**src/rtl/bct_pkg.sv**
```systemverilog
package bct_pkg;

    typedef enum logic [2:0] {
        PH_REST = 3'd0,
        PH_T0   = 3'd1,
        PH_T1   = 3'd2,
        PH_WAIT = 3'd3,
        PH_T2   = 3'd4
    } phase_e;

    typedef enum logic [1:0] {
        RGN_RAM = 2'd0,
        RGN_ROM = 2'd1,
        RGN_IO  = 2'd2
    } region_e;

    // Top address bit clear selects RAM; otherwise the next bit picks ROM or I/O.
    function automatic region_e region_of(input logic [1:0] hi);
        if (!hi[1])
            return RGN_RAM;
        else if (!hi[0])
            return RGN_ROM;
        else
            return RGN_IO;
    endfunction

    function automatic int unsigned max_of3(input int unsigned a, input int unsigned b,
                                            input int unsigned c);
        int unsigned m;
        m = (a > b) ? a : b;
        return (m > c) ? m : c;
    endfunction

endpackage

```
**src/rtl/bct_step_sync.sv**
```systemverilog
module bct_step_sync #(
    parameter int STAGES = 2
) (
    input  logic clk,
    input  logic rst,
    input  logic btn,
    output logic press
);
    logic [STAGES:0] sh;

    always_ff @(posedge clk) begin
        if (rst)
            sh <= '0;
        else
            sh <= {sh[STAGES-1:0], btn};
    end

    // Rising edge of the synchronized button: one clock per press.
    assign press = sh[STAGES-1] & ~sh[STAGES];
endmodule

```
**src/rtl/bct_prescaler.sv**
```systemverilog
module bct_prescaler #(
    parameter int DIV_SLOW    = 3,
    parameter int DIV_FAST    = 2,
    parameter int SYNC_STAGES = 2
) (
    input  logic clk,
    input  logic rst,
    input  logic turbo,
    input  logic step_mode,
    input  logic step_btn,
    output logic tick
);
    localparam int DIV_MAX = (DIV_SLOW > DIV_FAST) ? DIV_SLOW : DIV_FAST;
    localparam int CNT_W   = (DIV_MAX > 2) ? $clog2(DIV_MAX) : 1;

    logic [CNT_W-1:0] cnt;
    logic [CNT_W-1:0] lim;
    logic             wrap;
    logic             press;

    bct_step_sync #(.STAGES(SYNC_STAGES)) u_sync (
        .clk  (clk),
        .rst  (rst),
        .btn  (step_btn),
        .press(press)
    );

    assign lim  = turbo ? CNT_W'(DIV_FAST - 1) : CNT_W'(DIV_SLOW - 1);
    assign wrap = (cnt >= lim);

    always_ff @(posedge clk) begin
        if (rst || step_mode)
            cnt <= '0;
        else if (wrap)
            cnt <= '0;
        else
            cnt <= cnt + 1'b1;
    end

    assign tick = step_mode ? press : wrap;
endmodule

```
**src/rtl/bct_region_decode.sv**
```systemverilog
module bct_region_decode
    import bct_pkg::*;
#(
    parameter int WCNT_W   = 3,
    parameter int WAIT_RAM = 1,
    parameter int WAIT_ROM = 2,
    parameter int WAIT_IO  = 4
) (
    input  logic              mem_req,
    input  logic [1:0]        addr_hi,
    output logic [WCNT_W-1:0] waits
);
    region_e rgn;

    assign rgn = region_of(addr_hi);

    always_comb begin
        if (!mem_req)
            waits = '0;
        else begin
            case (rgn)
                RGN_RAM: waits = WCNT_W'(WAIT_RAM);
                RGN_ROM: waits = WCNT_W'(WAIT_ROM);
                default: waits = WCNT_W'(WAIT_IO);
            endcase
        end
    end
endmodule

```
**src/rtl/bct_sequencer.sv**
```systemverilog
module bct_sequencer
    import bct_pkg::*;
#(
    parameter int WCNT_W = 3
) (
    input  logic              clk,
    input  logic              rst,
    input  logic              tick,
    input  logic              ready,
    input  logic              mem_in,
    input  logic [WCNT_W-1:0] waits_in,
    output logic              phi1,
    output logic              phi2,
    output logic              addr_strobe,
    output logic              vma,
    output logic              cycle_done
);
    phase_e            ph, ph_n;
    logic              mem_l;
    logic [WCNT_W-1:0] wcnt, wcnt_n;
    logic              start;

    always_comb begin
        ph_n   = ph;
        wcnt_n = wcnt;
        if (tick) begin
            case (ph)
                PH_REST, PH_T0: ph_n = PH_T1;
                PH_T1, PH_WAIT: begin
                    if (wcnt != '0) begin
                        ph_n   = PH_WAIT;
                        wcnt_n = wcnt - 1'b1;
                    end else if (mem_l && !ready)
                        ph_n = PH_WAIT;
                    else
                        ph_n = PH_T2;
                end
                PH_T2:   ph_n = PH_T0;
                default: ph_n = PH_REST;
            endcase
        end
    end

    assign start = tick && (ph == PH_T2);

    always_ff @(posedge clk) begin
        if (rst) begin
            ph    <= PH_REST;
            mem_l <= 1'b0;
            wcnt  <= '0;
        end else begin
            ph <= ph_n;
            if (start) begin
                mem_l <= mem_in;
                wcnt  <= waits_in;
            end else
                wcnt <= wcnt_n;
        end
    end

    assign addr_strobe = (ph == PH_T0);
    assign phi1        = (ph == PH_T1) || (ph == PH_WAIT);
    assign phi2        = (ph == PH_T2);
    assign vma         = mem_l;
    assign cycle_done  = start;
endmodule

```
**src/rtl/bus_cycle_timer.sv**
```systemverilog
module bus_cycle_timer
    import bct_pkg::*;
#(
    parameter int DIV_SLOW    = 3,
    parameter int DIV_FAST    = 2,
    parameter int SYNC_STAGES = 2,
    parameter int WAIT_RAM    = 1,
    parameter int WAIT_ROM    = 2,
    parameter int WAIT_IO     = 4
) (
    input  logic       clk,
    input  logic       rst,
    input  logic       turbo,
    input  logic       step_mode,
    input  logic       step_btn,
    input  logic       mem_req,
    input  logic [1:0] addr_hi,
    input  logic       ready,
    output logic       phi1,
    output logic       phi2,
    output logic       addr_strobe,
    output logic       vma,
    output logic       cycle_done
);
    localparam int WAIT_MAX = int'(max_of3(WAIT_RAM, WAIT_ROM, WAIT_IO));
    localparam int WCNT_W   = $clog2(WAIT_MAX + 1);

    logic              tick;
    logic [WCNT_W-1:0] waits;

    bct_prescaler #(
        .DIV_SLOW   (DIV_SLOW),
        .DIV_FAST   (DIV_FAST),
        .SYNC_STAGES(SYNC_STAGES)
    ) u_pre (
        .clk      (clk),
        .rst      (rst),
        .turbo    (turbo),
        .step_mode(step_mode),
        .step_btn (step_btn),
        .tick     (tick)
    );

    bct_region_decode #(
        .WCNT_W  (WCNT_W),
        .WAIT_RAM(WAIT_RAM),
        .WAIT_ROM(WAIT_ROM),
        .WAIT_IO (WAIT_IO)
    ) u_dec (
        .mem_req(mem_req),
        .addr_hi(addr_hi),
        .waits  (waits)
    );

    bct_sequencer #(.WCNT_W(WCNT_W)) u_seq (
        .clk        (clk),
        .rst        (rst),
        .tick       (tick),
        .ready      (ready),
        .mem_in     (mem_req),
        .waits_in   (waits),
        .phi1       (phi1),
        .phi2       (phi2),
        .addr_strobe(addr_strobe),
        .vma        (vma),
        .cycle_done (cycle_done)
    );
endmodule

```
**config.mk**
```make
export PLATFORM = sky130hd
export DESIGN_NAME = bus_cycle_timer
export DESIGN_NICKNAME = d
export VERILOG_FILES = /design/src/rtl/bct_pkg.sv /design/src/rtl/bct_step_sync.sv /design/src/rtl/bct_prescaler.sv /design/src/rtl/bct_region_decode.sv /design/src/rtl/bct_sequencer.sv /design/src/rtl/bus_cycle_timer.sv
export SDC_FILE = /design/constraint.sdc
export NUM_CORES = 1
export LEC_CHECK = 0
export ABC_CLOCK_PERIOD_IN_PS = 1700
export BUFFER_PORTS_ARGS = -buffer_cell sky130_fd_sc_hd__buf_4
export CORE_MARGIN = 5
export CORE_UTILIZATION = 43
export DETAILED_ROUTE_END_ITERATION = 7
export GPL_ROUTABILITY_DRIVEN = 0
export PLACE_DENSITY = 0.66
export SLEW_MARGIN = 20
export SYNTH_ARGS = -nofsm -noshare
export SYNTH_HDL_FRONTEND = slang
export SYNTH_SLANG_ARGS = --single-unit
export TNS_END_PERCENT = 10
```
**constraint.sdc**
```tcl
create_clock -name clk -period 1.7 [get_ports clk]
set_input_delay 0.17 -clock clk [delete_from_list [all_inputs] [get_ports clk]]
set_output_delay 0.17 -clock clk [all_outputs]
set_load 0.01 [all_outputs]
```
=== Yosys cells after proc, flatten, opt, wreduce, memory -nomap -nowiden ===
Cells that the tools add are included.

* Register bits after elaboration: 12
* Output and inout port bits: 5
* Word-level logic and storage cells: 43

* Add/sub/neg operators: 2
* $lt $le $gt $ge: 1
* Eq/ne operators: 5
* Muxes and demuxes: 13
* Bitwise logic cells: 2
* Reduce and logical (&&, ||, !) cells: 15

{| class="wikitable"
|+ Operators by type and width
! operator !! count
|-
| $mux W3 || 7
|-
| $pmux W3 S3 || 1
|-
| $eq A3 B2 Y1 const B || 2
|-
| $mux W2 || 3
|-
| $pmux W3 S2 || 1
|-
| $reduce_bool A2 Y1 || 3
|-
| $reduce_or A2 Y1 || 3
|-
| $eq A3 B1 Y1 const B || 1
|-
| $eq A3 B3 Y1 const B || 1
|-
| $logic_not A3 Y1 || 1
|-
| $reduce_and A3 Y1 || 1
|-
| $reduce_bool A3 Y1 || 1
|-
| $sub A3 B1 Y3 const B || 1
|-
| $add A2 B1 Y2 const B || 1
|-
| $eq A2 B1 Y1 const B || 1
|-
| $ge A2 B2 Y1 || 1
|-
| $logic_and A1 B1 Y1 || 2
|-
| $logic_not A2 Y1 || 1
|-
| $logic_or A1 B1 Y1 || 2
|-
| $and A1 B1 Y1 || 1
|-
| $logic_not A1 Y1 || 1
|-
| $mux W1 || 1
|-
| $not A1 Y1 || 1
|}

=== Depth between registers and ports, before layout ===
* Word-level depth: 6
* Depth in mapped cells: 6
* Gate-level depth less buffers: 6

=== Hierarchy ===
From an unflattened synthesis, not the netlist that was laid out.

* Cell total of the unflattened synthesis: 73
* Area total of the unflattened synthesis: 686.9 sq um

{| class="wikitable"
|+ By module, submodules not included
! module !! times used !! cells each !! area each (sq um) !! sequential area each (sq um)
|-
| bct_sequencer || 1 || 50 || 441.7 || 140.1
|-
| bct_prescaler || 1 || 13 || 131.4 || 40.0
|-
| bct_step_sync || 1 || 7 || 87.6 || 60.1
|-
| bct_region_decode || 1 || 3 || 26.3 || 0.0
|}

=== Worst setup path before layout ===
OpenSTA, ideal clock, no wires.

* Path type: reg-to-reg
* Start point: register u_pre.cnt[0]
* End point: register u_seq.wcnt[1]
* Library setup time: 0.119 ns
* Data arrival time: 1.495 ns
* Required time: 1.581 ns
* Path slack: 0.086 ns
* Stages on the path, launching flop included: 7
* Path buffers: 0
* Period minus slack after synthesis: 1.614 ns
* Cell sequence: dfxtp_1 inv_1 ha_1 nand2b_4 a211o_4 o211a_1 o221a_1

* Cells in the longest elaborated chain, start to end: 5
* Elaborated cells on any way between the ends: 8
* Classes of those cells: order compare: 1; mux: 2; reduce/logical: 5

{| class="wikitable"
|+ RTL lines
! item !! line !! RTL
|-
| from (decl) || bct_prescaler.sv:16 || <nowiki>logic [CNT_W-1:0] cnt;</nowiki>
|-
| from (signal assigned) || bct_prescaler.sv:37 || <nowiki>cnt <= cnt + 1'b1;</nowiki>
|-
| $ge A2 B2 Y1 * || bct_prescaler.sv:29 || <nowiki>assign wrap = (cnt >= lim);</nowiki>
|-
| $mux W1 * || bct_prescaler.sv:40 || <nowiki>assign tick = step_mode ? press : wrap;</nowiki>
|-
| $logic_and A1 B1 Y1 || bct_sequencer.sv:44 || <nowiki>assign start = tick && (ph == PH_T2);</nowiki>
|-
| $reduce_bool A2 Y1 (no line) || n/a ||
|-
| $reduce_and A3 Y1 (no line) || n/a ||
|-
| to (signal assigned) || bct_sequencer.sv:55 || <nowiki>wcnt <= waits_in;</nowiki>
|-
| to (signal assigned) || bct_sequencer.sv:57 || <nowiki>wcnt <= wcnt_n;</nowiki>
|-
| to (decl) || bct_sequencer.sv:20 || <nowiki>logic [WCNT_W-1:0] wcnt, wcnt_n;</nowiki>
|}

Mark *: on every way between the ends. The rest lies on a longest branch, timed or not.
A chain may end at the register's enable or synchronous reset.

=== Worst setup path after layout ===
* Start point: register u_pre.cnt[0]
* End point: output cycle_done

* Cells in the longest elaborated chain, start to end: 3

{| class="wikitable"
|+ RTL lines
! item !! line !! RTL
|-
| $ge A2 B2 Y1 || bct_prescaler.sv:29 ||
|-
| $mux W1 || bct_prescaler.sv:40 ||
|-
| $logic_and A1 B1 Y1 || bct_sequencer.sv:44 ||
|-
| to (decl) || bus_cycle_timer.sv:23 || <nowiki>output logic cycle_done</nowiki>
|}

Every way passes these cells.

==> results.cfg <==
[floorplan]
io_pins = 14
rows = 14
core_area_mm2 = 0.00147
die_h_um = 48.7
start_util_pct = 43.8
die_w_um = 48.7
dieArea_mm2 = 0.00237

[clocking]
clkSinkCount = 12
holdBufCountCts = 0
cts_root_buf = clkbuf_4
numCtsBuffers = 3
clk_latency_ns = 0.27
cts_tree = built
cts_max_level = 1
clockBufferDepth = 2
clk_pin_slew_ns = 0.07

[yosys]
async_flop_share_pct = 0
synthCells = 70
syn_area_um2 = 644
netlist.area_leader.share_pct = 37.3
ys_warn_count = 0
yosys.area.top_type = dfxtp_1
synth_area_leaders = dfxtp_1, ha_1, inv_1
ys_ff_latch = 12
syn_nets = 83
synth.most_common_cell = dfxtp_1
syn_area_per_cell_um2 = 9.21
ys.flop_type = dfxtp_1
synth.distinct_cells = 33
synth_enable_flop_cells = 0
synth_commonest_cells = dfxtp_1, inv_1, a21oi_1
yosysSeqAreaShare_pct = 37.3

[detailed_routing]
vias = 617
drt_wl_total_um = 1510
drtIter0Drc = 7
ant_nets = 0
drt-wirelength-per-cell_um = 14.1
firstDrtPassIters = 4
vias_per_cell = 5.77
drcViolationCount = 0

[min_path]
min_to = u_pre.u_sync.sh[0]
hold_depth = 2
hold_start = step_btn
min_path_type = input port to register

[global_route]
antenna_found_initial = 0
first_global_vias = 603
grt_remaining_overflow = 0
track_usage_pct = 13.8
grt_pass1_wl_um = 2640
grt_max_degree = 12

[outcome]
status = finished with violations
violations = setup timing

[setup_path]
rr_startpoint = u_pre.cnt[0]
critPathLaunchType = register
crit_type = register to output port
critPathLaunch = u_pre.cnt[0]
path_max_fanout = 2
rrSetupSlack_ns = 0.03
r2r_cells = 7
critPathRequiredTime_ns = 1.53
critical_path.endpoint_type = output port
cp.arrival_ns = 1.58
timing.rr.end = u_seq.wcnt[1]

[sta]
slew_headroom_pct = 70.4
holdWs_ns = 0.113
tightest_slew_ns = 0.441
setup_ws_ns = -0.0478
min_period_ns = 1.75
rsz0062_at_grt = true
setup_viol = 1
finalMaxSlewViolations = 0
clock.fmax_mhz = 572
period_share_pct = 103
skew_ns = 0.00172
finalHoldViolCount = 0

[power_and_ir_drop]
clkPwrFrac_pct = 33.9
leakagePower_uw = 0.000348
power_switching_uw = 174
ir_drop_uv = 400
power.density_mw_per_mm2 = 783
p_int_uw = 496
switching_share_pct = 26.0
power_frac_comb_pct = 20.6
seqPwrFrac_pct = 45.5

[finish]
multi_input_area_um2 = 393
fillers = 142
antenna_cells = 0
regArea_um2 = 241
area_delta_synth_final_pct = 32.8
drive_gt1_share_pct = 33.0
nets = 105
final_area_um2 = 856

[placement]
place_area_um2 = 773
hpwl_um = 1090
io_buffer_count = 13

[flow_run]
drv_cap = 0
## cells by family after synthesis
| kind of cell | count (synthesis) | synth area share [%] |
|---|---|---|
| XOR/XNOR | 1 | 1.36 |
| AND/OR/NAND/NOR | 23 | 22.7 |
| adder cells (fa/ha/maj) | 4 | 7.77 |
| flip-flops | 12 | 37.3 |
| buffers and inverters | 9 | 5.24 |
| AO/OA/AOI/OAI | 21 | 25.6 |
## metal layers
metal	up-vias	track usage, %	wire [um]
met3	5	5.83	90
met1	296	16.1	619
met5	-	0	0
li1	299	-	-
met4	0	4.93	23
met2	17	22.4	778
## how the worst max path moves through the flow
stage                               end  cells past startpoint
final                        cycle_done                      7
after global routing         cycle_done                      7
after CTS                    cycle_done                      7
after detailed placement  u_seq.wcnt[1]                      6
after global placement    u_seq.wcnt[2]                      6
after floorplan           u_seq.wcnt[1]                      6
## critical path, cell delays in order, from the launching register on
cell and delay [ns]:
dfxtp_2 0.34, inv_2 0.04, ha_4 0.20, nand2b_4 0.14
a211o_4 0.33, nand2_2 0.07, nor2_1 0.05, buf_4 0.13
## area by class of cell
type	count	share of cell area, %
well taps	16	2.34
multi-input cells	49	45.9
flip-flops and latches	12	28.2
repair buffers	18	15.8
clock buffers	4	4.24
inverters	8	3.51
## cells in the final DEF, fill, tap and decap left out, drive strengths merged, types with 2 or more instances in the layout
master / n
clkbuf: 4
nor2b: 3
nand2: 2
a21oi: 5
nor3b: 2
buf: 18
inv: 8
o21ai: 3
nand3: 2
nor3: 4
a211oi: 2
o221a: 2
nand2b: 3
dfxtp: 12
ha: 4
nor2: 3
## timing repair
| item | in CTS | in global routing |
|---|---|---|
| buffers inserted | 3 | 0 |
| pin swaps | 2 | 4 |
| endpoints found under the setup margin | 1 | 6 |
| resized for setup | 4 | 1 |
## power by group through the flow
stage / logic (uW) / registers [uW] / clock network [uW]
finish: 138 / 305 / 227
global route: 153 / 307 / 253
CTS: 133 / 305 / 228
detailed placement: 119 / 312 / 0
global placement: 116 / 312 / 0
floorplan: 72.3 / 309 / 0
## through the flow
step	util (%)	setup slack [ns]	setup TNS, ns	std cells	power, uW
after floorplan	-	0.0860	0	70	382
after global placement	52.6	0.0869	0	100	428
after detailed placement	52.6	0.0191	0	100	431
after CTS	57.7	-0.0570	-0.0570	107	666
after global routing	58.2	-0.118	-0.163	107	713
final	58.2	-0.0478	-0.0478	107	670
## sequential cells by signal, summed over array words and instances (netlist names)
name and count:
u_pre.u_sync.sh 3, u_seq.ph 3, u_pre.cnt 2, u_seq.wcnt 3
u_seq.vma 1
No activity file was read; power rests on OpenSTA's default activity.
